**config.mk**
```make
export PLATFORM = sky130hd
export DESIGN_NAME = sgram_bringup_seq
export DESIGN_NICKNAME = d
export VERILOG_FILES = /design/src/rtl/sgram_init_pkg.sv /design/src/rtl/init_gap_timer.sv /design/src/rtl/sgram_mode_word.sv /design/src/rtl/sgram_bringup_seq.sv
export SDC_FILE = /design/constraint.sdc
export NUM_CORES = 1
export LEC_CHECK = 0
export BUFFER_PORTS_ARGS = -buffer_cell sky130_fd_sc_hd__buf_2
export CAP_MARGIN = 20
export CELL_PAD_IN_SITES_DETAIL_PLACEMENT = 0
export CELL_PAD_IN_SITES_GLOBAL_PLACEMENT = 2
export CORE_ASPECT_RATIO = 1.25
export CORE_MARGIN = 2
export CORE_UTILIZATION = 25
export DETAILED_ROUTE_END_ITERATION = 7
export PLACE_DENSITY_LB_ADDON = 0.1
export SETUP_SLACK_MARGIN = 0.02
export SYNTH_ARGS = -nofsm -noshare
export SYNTH_HDL_FRONTEND = slang
export SYNTH_HIERARCHICAL = 1
export SYNTH_SLANG_ARGS = --single-unit
```
**constraint.sdc**
```tcl
create_clock -name clk -period 2.7 [get_ports clk]
set_input_delay 0.405 -clock clk [delete_from_list [all_inputs] [get_ports clk]]
set_output_delay 0.405 -clock clk [all_outputs]
set_load 0.02 [all_outputs]
```
**src/rtl/sgram_init_pkg.sv**
```systemverilog
package sgram_init_pkg;

  typedef enum logic [2:0] {
    ST_STABLE,
    ST_PRE,
    ST_REF,
    ST_MRS,
    ST_DONE
  } init_step_e;

  typedef struct packed {
    logic cs_n;
    logic ras_n;
    logic cas_n;
    logic we_n;
  } pin_cmd_t;

  localparam pin_cmd_t CMD_NOP = '{cs_n: 1'b0, ras_n: 1'b1, cas_n: 1'b1, we_n: 1'b1};
  localparam pin_cmd_t CMD_PRE = '{cs_n: 1'b0, ras_n: 1'b0, cas_n: 1'b1, we_n: 1'b0};
  localparam pin_cmd_t CMD_REF = '{cs_n: 1'b0, ras_n: 1'b0, cas_n: 1'b0, we_n: 1'b1};
  localparam pin_cmd_t CMD_MRS = '{cs_n: 1'b0, ras_n: 1'b0, cas_n: 1'b0, we_n: 1'b0};

  // Address bit that selects "all banks" on a precharge; it is zero on a mode set.
  localparam int unsigned ALL_BANK_BIT = 10;

  function automatic int unsigned max_of(input int unsigned a, input int unsigned b);
    return (a > b) ? a : b;
  endfunction

endpackage

```
**src/rtl/init_gap_timer.sv**
```systemverilog
module init_gap_timer #(
  parameter int unsigned W       = 16,
  parameter int unsigned RST_VAL = 0
) (
  input  logic         clk,
  input  logic         rst_n,
  input  logic         load,
  input  logic [W-1:0] load_val,
  output logic         expired
);

  logic [W-1:0] cnt_q;

  always_ff @(posedge clk) begin
    if (!rst_n)              cnt_q <= W'(RST_VAL);
    else if (load)           cnt_q <= load_val;
    else if (cnt_q != '0)    cnt_q <= cnt_q - 1'b1;
  end

  assign expired = (cnt_q == '0);

endmodule

```
**src/rtl/sgram_mode_word.sv**
```systemverilog
module sgram_mode_word #(
  parameter int unsigned ADDR_W     = 11,
  parameter logic [2:0]  BL_CODE    = 3'b011,
  parameter bit          BT_ILV     = 1'b0,
  parameter logic [2:0]  CL_CODE    = 3'b010,
  parameter bit          WBL_SINGLE = 1'b0
) (
  output logic [ADDR_W-1:0] word
);

  // Field layout is decoded by the memory: [9] wbl, [8:7] test=00, [6:4] cl, [3] bt, [2:0] bl
  assign word[9:0] = {WBL_SINGLE, 2'b00, CL_CODE, BT_ILV, BL_CODE};

  generate
    if (ADDR_W > 10) begin : g_upper_zero
      assign word[ADDR_W-1:10] = '0;
    end
  endgenerate

endmodule

```
**src/rtl/sgram_bringup_seq.sv**
```systemverilog
module sgram_bringup_seq
  import sgram_init_pkg::*;
#(
  parameter int unsigned CLK_KHZ    = 200000,
  parameter int unsigned STABLE_US  = 200,
  parameter int unsigned NUM_REF    = 2,
  parameter int unsigned TRP_CYC    = 3,
  parameter int unsigned TRC_CYC    = 7,
  parameter int unsigned TMRD_CYC   = 2,
  parameter bit          MRS_FIRST  = 1'b0,
  parameter int unsigned ADDR_W     = 11,
  parameter int unsigned DQM_W      = 4,
  parameter logic [2:0]  BL_CODE    = 3'b011,
  parameter bit          BT_ILV     = 1'b0,
  parameter logic [2:0]  CL_CODE    = 3'b010,
  parameter bit          WBL_SINGLE = 1'b0
) (
  input  logic              clk,
  input  logic              rst_n,
  output logic              cke,
  output logic [DQM_W-1:0]  dqm,
  output logic              cs_n,
  output logic              ras_n,
  output logic              cas_n,
  output logic              we_n,
  output logic              ba,
  output logic [ADDR_W-1:0] addr,
  output logic              ready
);

  localparam int unsigned STABLE_CYC = (STABLE_US * CLK_KHZ + 999) / 1000;
  localparam int unsigned GAP_MAX    = max_of(max_of(TRP_CYC, TRC_CYC), TMRD_CYC);
  localparam int unsigned SPAN       = max_of(STABLE_CYC, GAP_MAX);
  localparam int unsigned TW         = $clog2(SPAN + 1);
  localparam int unsigned RW         = $clog2(NUM_REF + 1);

  init_step_e          step_q, step_d;
  logic                fresh_q;
  logic [RW-1:0]       ref_q;
  logic                expired;
  logic                advance;
  logic [TW-1:0]       load_val;
  logic [ADDR_W-1:0]   mode_word;
  pin_cmd_t            cmd;

  function automatic int unsigned gap_len(input init_step_e s);
    case (s)
      ST_PRE:  return TRP_CYC;
      ST_REF:  return TRC_CYC;
      ST_MRS:  return TMRD_CYC;
      default: return 1;
    endcase
  endfunction

  init_gap_timer #(.W(TW), .RST_VAL(STABLE_CYC - 1)) u_timer (
    .clk      (clk),
    .rst_n    (rst_n),
    .load     (advance),
    .load_val (load_val),
    .expired  (expired)
  );

  sgram_mode_word #(
    .ADDR_W(ADDR_W), .BL_CODE(BL_CODE), .BT_ILV(BT_ILV),
    .CL_CODE(CL_CODE), .WBL_SINGLE(WBL_SINGLE)
  ) u_mode (
    .word (mode_word)
  );

  // Step ordering: precharge first, then refresh loop and mode set in the chosen order
  always_comb begin
    step_d = step_q;
    case (step_q)
      ST_STABLE: step_d = ST_PRE;
      ST_PRE:    step_d = MRS_FIRST ? ST_MRS : ST_REF;
      ST_REF:    if (ref_q == RW'(NUM_REF - 1)) step_d = MRS_FIRST ? ST_DONE : ST_MRS;
                 else                            step_d = ST_REF;
      ST_MRS:    step_d = MRS_FIRST ? ST_REF : ST_DONE;
      default:   step_d = ST_DONE;
    endcase
  end

  assign advance  = expired && (step_q != ST_DONE);
  assign load_val = TW'(gap_len(step_d) - 1);

  always_ff @(posedge clk) begin
    if (!rst_n) begin
      step_q  <= ST_STABLE;
      fresh_q <= 1'b1;
      ref_q   <= '0;
    end else if (advance) begin
      step_q  <= step_d;
      fresh_q <= 1'b1;
      if (step_q == ST_REF) ref_q <= ref_q + 1'b1;
    end else begin
      fresh_q <= 1'b0;
    end
  end

  // A command appears only in the first cycle of its step; the rest of the step is NOP
  always_comb begin
    cmd  = CMD_NOP;
    addr = '0;
    ba   = 1'b0;
    if (fresh_q) begin
      case (step_q)
        ST_PRE: begin
          cmd                = CMD_PRE;
          addr[ALL_BANK_BIT] = 1'b1;
        end
        ST_REF:  cmd = CMD_REF;
        ST_MRS: begin
          cmd  = CMD_MRS;
          addr = mode_word;
        end
        default: cmd = CMD_NOP;
      endcase
    end
  end

  assign cs_n  = cmd.cs_n;
  assign ras_n = cmd.ras_n;
  assign cas_n = cmd.cas_n;
  assign we_n  = cmd.we_n;
  assign cke   = 1'b1;
  assign dqm   = '1;
  assign ready = (step_q == ST_DONE);

endmodule

```
Yosys cells after proc, flatten, opt, wreduce, memory -nomap -nowiden
Index checks and enable logic that the tools add are counted.

word-level totals
  word-level logic and storage cells = 33
  flip-flop bits (word level) = 22

cells by class
  multiplexer cells = 11
  eq/ne operators = 9
  $add $sub $neg = 3
  reductions and logical operators = 6

operators with widths
  cell                     number
  $mux W16                 2
  $sub A16 B1 Y16 const B  2
  $pmux W3 S3              3
  $logic_not A16 Y1        1
  $reduce_bool A16 Y1      1
  $eq A3 B2 Y1 const B     4
  $mux W11                 1
  $eq A3 B1 Y1 const B     2
  $mux W6                  1
  $eq A3 B3 Y1 const B     1
  $logic_not A3 Y1         1
  $mux W1                  3
  $mux W3                  1
  $ne A3 B3 Y1 const B     1
  $add A2 B1 Y2 const B    1
  $eq A2 B1 Y1 const B     1
  $reduce_and A2 Y1        1
  $reduce_bool A2 Y1       1
  $logic_and A1 B1 Y1      1

Longest topological paths before layout
  depth in word-level cells = 7
  gate-level depth with buffers = 11
  mapped depth without buffers = 11

Hierarchy
The synthesis kept the hierarchy.

by module, submodules not included
  module             sequential area each (um^2)  cells an instance  area an instance (um^2)  instances
  init_gap_timer     320.3                        117                962.2                    1
  sgram_bringup_seq  120.1                        64                 525.5                    1
  sgram_mode_word    0.0                          13                 90.1                     1

Least setup slack after synthesis
OpenSTA, ideal clock, no wires.

  path type = register to register
  start = register u_timer.cnt_q[0]
  end = register u_timer.cnt_q[5]
  buffers on the path = 1
  arrival time = 2.609 ns
  cell stages (with the launch flop) = 12
  slack = 0.005 ns
  library setup time = 0.086 ns
  required time = 2.614 ns
  path through = dfxtp_1 -> inv_1 -> ha_1 -> nor3b_1 -> nand2_1 -> nor4_1 -> inv_1 -> nor2_1 -> clkbuf_1 -> nand3b_1 -> o22ai_1 -> a211oi_1

between the ends
  cells in the longest elaborated chain, start to end = 3
  elaborated cells on any way between the ends = 7
  those cells by class = add/sub: 1; mux: 2; reduce/logical: 4

ends and longest elaborated chain
  what                                                   line                     RTL
  start, declared                                        init_gap_timer.sv:12     logic [W-1:0] cnt_q;
  start signal, assigned                                 init_gap_timer.sv:15     if (!rst_n) cnt_q <= W'(RST_VAL);
  start signal, assigned                                 init_gap_timer.sv:16     else if (load) cnt_q <= load_val;
  start signal, assigned                                 init_gap_timer.sv:17     else if (cnt_q != '0) cnt_q <= cnt_q - 1'b1;
  $logic_not A16 Y1 *                                    init_gap_timer.sv:20     assign expired = (cnt_q == '0);
  net expired                                            sgram_bringup_seq.sv:40  logic expired;
  $logic_and A1 B1 Y1 *                                  sgram_bringup_seq.sv:83  assign advance = expired && (step_q != ST_DONE);
  net advance                                            sgram_bringup_seq.sv:41  logic advance;
  $mux W16 / $reduce_bool A2 Y1 (equally long branches)  -

The timed path passes the listed nets; every way through them passes the cells marked *. The select of a mux whose other input is x is not followed.
A chain may end at the register's enable or synchronous reset.

Worst setup path in the final report
  start = register u_timer.cnt_q[0]
  end = register u_timer.cnt_q[10]

The elaborated chain is that of the path after synthesis.

==> results.tsv <==
stage	metric	value	unit
critical_path	endpoint kind of the worst setup timing path	register	
finish	total area of multi-input combinational cells	1040	um2
critical_path	cell with the largest stage delay on the worst path	sky130_fd_sc_hd__dfxtp_1	
sta	max frequency	0.427	GHz
die	Die Span Y	92.8	um
finish	fraction of layout cells with a size suffix above 1	16.3	%
clock_network	CTS tree	done	
detailed_routing	remaining antenna violation count after routing	0	
synth	average cell area after synthesis	8.13	um2
critical_path	CP Launch Type	register	
synth	cell area after technology mapping	1580	um2
die	core box area	6130	um2
detailed_routing	count of unresolved DRC violations after routing	0	
critical_path	most repeated library cell on the critical path	sky130_fd_sc_hd__inv_1	
detailed_routing	DR pass1 iterations	4	
clock_network	clock slew seen by the registers of the worst setup and hold paths	0.10	ns
critical_path	Crit path arrival time	2.51	ns
synth	post-synthesis async set-or-reset flop share	0	%
clock_network	number of buffers created by CTS	3	
clock_network	hold buffer count at cts	0	
critical_path	ordered cell list for the critical path	inv_1 -> ha_1 -> nor3b_2 -> nand2_1 -> nor4_2 -> inv_1 -> nor2_1 -> buf_4 -> nor4_1 -> a311o_1	
run	total of max-cap violations	0	
detailed_routing	routed wl met3	96	um
worst_hold_path	worst hold path class	register to register	
clock_network	H-tree Lvls	1	
critical_path	Worst R2R Start	u_timer/cnt_q[0]$_SDFFE_PN1P_	
clock_network	number of sinks handled by clock tree synthesis	22	
critical_path	R2R depth	10	
global_route	vias in the first global route	1272	
global_route	total global-route track usage	11.0	%
placement	I/O Buffers	9	
global_route	largest net degree at the start of global routing	25	
critical_path	reg-to-reg slack, setup	0.36	ns
sta	final count of negative-setup-slack endpoints	0	
finish	Final Non-Filler Cells	300	
die	floorplan die area	6970	um2
clock_network	number of setup buffers added after CTS	0	
die	# IOs	24	
die	starting density of the core	25.8	%
worst_hold_path	number of cells on the worst hold path	2	
die	die boundary width	75.1	um
detailed_routing	total via count after detailed routing	1310	
clock_network	number of buffers on the longest clock path	2	
detailed_routing	uppermost signal routing layer after detailed routing	met4	
power	power density over cell area	387	nW/um2
global_route	wire length of the first global-routing pass	5970	um
finish	diode count	0	
global_route	residual overflow from global routing	0	
sta	setup total negative slack	0	ns
placement	placer's final routability congestion estimate	0.739	
synth	Post-synth EDFFs	0	
outcome	outcome	finished clean	
global_route	number of antenna violations at the first check in global routing	0	
worst_hold_path	worst hold path endpoint	ref_q[1]$_SDFFE_PN0P_	
critical_path	longest individual stage delay on the worst path	0.35	ns
detailed_routing	DRT met1 WL	1620	um
sta	slew at the pin closest to its max-slew limit	0.576	ns
sta	fraction of the cycle the final worst path needs	86.7	%
finish	Net count, final	220	
synth	Yosys reg bits	22	
critical_path	critical path peak fanout	8	
sta	final period demand of the worst path	2.34	ns
sta	Fin. Hold Viols	0	
power	static leakage	0.675	nW
worst_hold_path	hold path startpoint	ref_q[1]$_SDFFE_PN0P_	
sta	max-slew violation count	0	
finish	layout-stage area growth over the synthesis result	12.8	%
sta	Worst slew margin	61.3	%
critical_path	startpoint of the worst setup timing path	u_timer/cnt_q[0]$_SDFFE_PN1P_	
clock_network	root cell of the clock tree	sky130_fd_sc_hd__clkbuf_8	
detailed_routing	average routed wire per standard cell	12.3	um
critical_path	start-to-end type of the worst setup path	register to register	
die	cell row count	32	
placement	Detail Placement HPWL	2740	um
placement	cell count after placement	296	
detailed_routing	aggregate routed wire length	3680	um
clock_network	later-pin clock latency in the skew report	0.27	ns
finish	area taken by flip-flops and latches	440	um2
synth	Synthesis Warnings	6	
sta	setup repair after global routing missed its margin	false	
finish	Filler Cell Count	703	
synth	Most used DFF post-synth	sky130_fd_sc_hd__dfxtp_1	
synth	Synth Instances	194	
critical_path	required time of the critical path	2.86	ns
detailed_routing	drt initial violations	34	
critical_path	capture instance of the worst register-to-register path	u_timer/cnt_q[10]$_SDFFE_PN1P_	
synth	count of cell types in the netlist	52	
sta	largest clock skew in the final design	0.0148	ns
power	Peak VDD IR	0.165	mV
detailed_routing	average vias per placed instance	4.37	
detailed_routing	met2 wire len	1890	um
synth	sequential fraction of the synthesis area	27.9	%
==> Yosys cell counts, types with 2 or more instances <==
master	count	area, um2
sky130_fd_sc_hd__a21oi_1	2	10.0
sky130_fd_sc_hd__a31oi_1	2	12.5
sky130_fd_sc_hd__and2_1	11	68.8
sky130_fd_sc_hd__and4bb_2	3	37.5
sky130_fd_sc_hd__buf_4	19	143
sky130_fd_sc_hd__buf_6	2	22.5
sky130_fd_sc_hd__clkbuf_1	4	15.0
sky130_fd_sc_hd__conb_1	4	15.0
sky130_fd_sc_hd__dfxtp_1	22	440
sky130_fd_sc_hd__ha_1	2	25.0
sky130_fd_sc_hd__inv_1	6	22.5
sky130_fd_sc_hd__mux2i_1	3	30.0
sky130_fd_sc_hd__nand2_1	22	82.6
sky130_fd_sc_hd__nand2b_1	3	18.8
sky130_fd_sc_hd__nand3_1	3	15.0
sky130_fd_sc_hd__nand3b_1	3	22.5
sky130_fd_sc_hd__nand4_1	4	25.0
sky130_fd_sc_hd__nand4b_1	2	17.5
sky130_fd_sc_hd__nor2_1	10	37.5
sky130_fd_sc_hd__nor2b_1	6	37.5
sky130_fd_sc_hd__nor3_1	4	20.0
sky130_fd_sc_hd__nor3b_1	4	30.0
sky130_fd_sc_hd__nor4_1	6	37.5
sky130_fd_sc_hd__o21ai_0	9	45.0
sky130_fd_sc_hd__o22ai_1	2	12.5
sky130_fd_sc_hd__o31a_1	3	26.3
sky130_fd_sc_hd__or2b_1	2	15.0
sky130_fd_sc_hd__or3b_4	2	22.5
sky130_fd_sc_hd__or4_4	2	22.5
sky130_fd_sc_hd__xnor2_1	3	26.3
sky130_fd_sc_hd__xor2_1	3	26.3
==> metrics by stage <==
stage	utilization, %	hold WS [ns]	total power [mW]	cell area [um2]	setup slack [ns]
final	29.1	0.472	0.689	1780	0.359
after detailed placement	27.8	0.464	0.378	1700	0.180
after floorplan	-	0.435	0.389	1690	0.165
after CTS	29.0	0.479	0.702	1780	0.145
after global placement	27.8	0.443	0.377	1700	0.337
after global routing	29.1	0.518	0.723	1780	0.0359
==> worst max-delay path: cells and delay by family, from the launching register on <==
| family | cells | cell delay (ns) |
|---|---|---|
| AO/OA/AOI/OAI | 1 | 0.32 |
| adder cells (fa/ha/maj) | 1 | 0.20 |
| buffers and inverters | 3 | 0.39 |
| flip-flops | 1 | 0.35 |
| AND/OR/NAND/NOR | 5 | 1.01 |
==> cells by family (layout without fill, tap and decap cells) <==
| kind of cell | count (synthesis) | count (layout) | share of synthesized area (%) |
|---|---|---|---|
| buf+inv | 32 | 26 | 13.2 |
| simple gates | 94 | 94 | 37.3 |
| other cells | 4 | 31 | 0.951 |
| flops | 22 | 22 | 27.9 |
| mux | 3 | 3 | 1.90 |
| fa+ha+maj | 2 | 2 | 1.59 |
| xor+xnor | 6 | 6 | 3.33 |
| compound gates | 31 | 31 | 13.9 |
==> per-layer routing <==
layer / global-route usage [%] / up-vias
met5: 0 / -
met4: 4.46 / 0
met3: 1.96 / 8
met2: 19.2 / 22
met1: 12.9 / 597
li1: - / 683
==> flip-flops by register name, indices dropped and copies added (netlist names) <==
register / flops
fresh_q: 1
ref_q: 2
step_q: 3
u_timer/cnt_q: 16
==> worst max-delay path by stage <==
stage,slack (ns),endpoint,cells after the start
after floorplan,0.17,u_timer/cnt_q[5]$_SDFFE_PN1P_,11
after global placement,0.34,u_timer/cnt_q[5]$_SDFFE_PN1P_,11
after detailed placement,0.18,u_timer/cnt_q[10]$_SDFFE_PN1P_,10
after CTS,0.15,u_timer/cnt_q[6]$_SDFFE_PN0P_,11
after global routing,0.04,u_timer/cnt_q[5]$_SDFFE_PN1P_,11
final,0.36,u_timer/cnt_q[10]$_SDFFE_PN1P_,10
==> report_power, final <==
group	internal, mW	switching, mW
logic	0.0103	0.0266
clock network	0.198	0.120
registers	0.329	0.00557
total	0.537	0.152
==> cell usage in the layout, fill, tap and decap left out, types with 4 or more instances in the layout <==
master                    Yosys  final
sky130_fd_sc_hd__o21ai_0      9      9
sky130_fd_sc_hd__and2_1      11     11
sky130_fd_sc_hd__nand4_1      4      4
sky130_fd_sc_hd__nor2b_1      6      6
sky130_fd_sc_hd__buf_2        1      9
sky130_fd_sc_hd__nor4_1       6      5
sky130_fd_sc_hd__inv_1        6      6
sky130_fd_sc_hd__nand2_1     22     22
sky130_fd_sc_hd__nor3_1       4      4
sky130_fd_sc_hd__dfxtp_1     22     22
sky130_fd_sc_hd__nor2_1      10     10
sky130_fd_sc_hd__buf_4       19      7
sky130_fd_sc_hd__conb_1       4     31
==> layout make-up <==
class | count | share of cell area (%)
multi-input cells | 167 | 58.5
flip-flops and latches | 22 | 24.7
well taps | 85 | 5.97
repair buffers | 16 | 5.48
clock buffers | 3 | 2.32
clock inverters | 1 | 1.69
inverters | 6 | 1.26
==> timing repair <==
item                                    4_1_cts  5_1_grt
gates resized for setup                       0        1
endpoints found under the setup margin        0       14
endpoints found under the hold margin         0        0
Note: power is estimated with default switching activity, not from simulation.
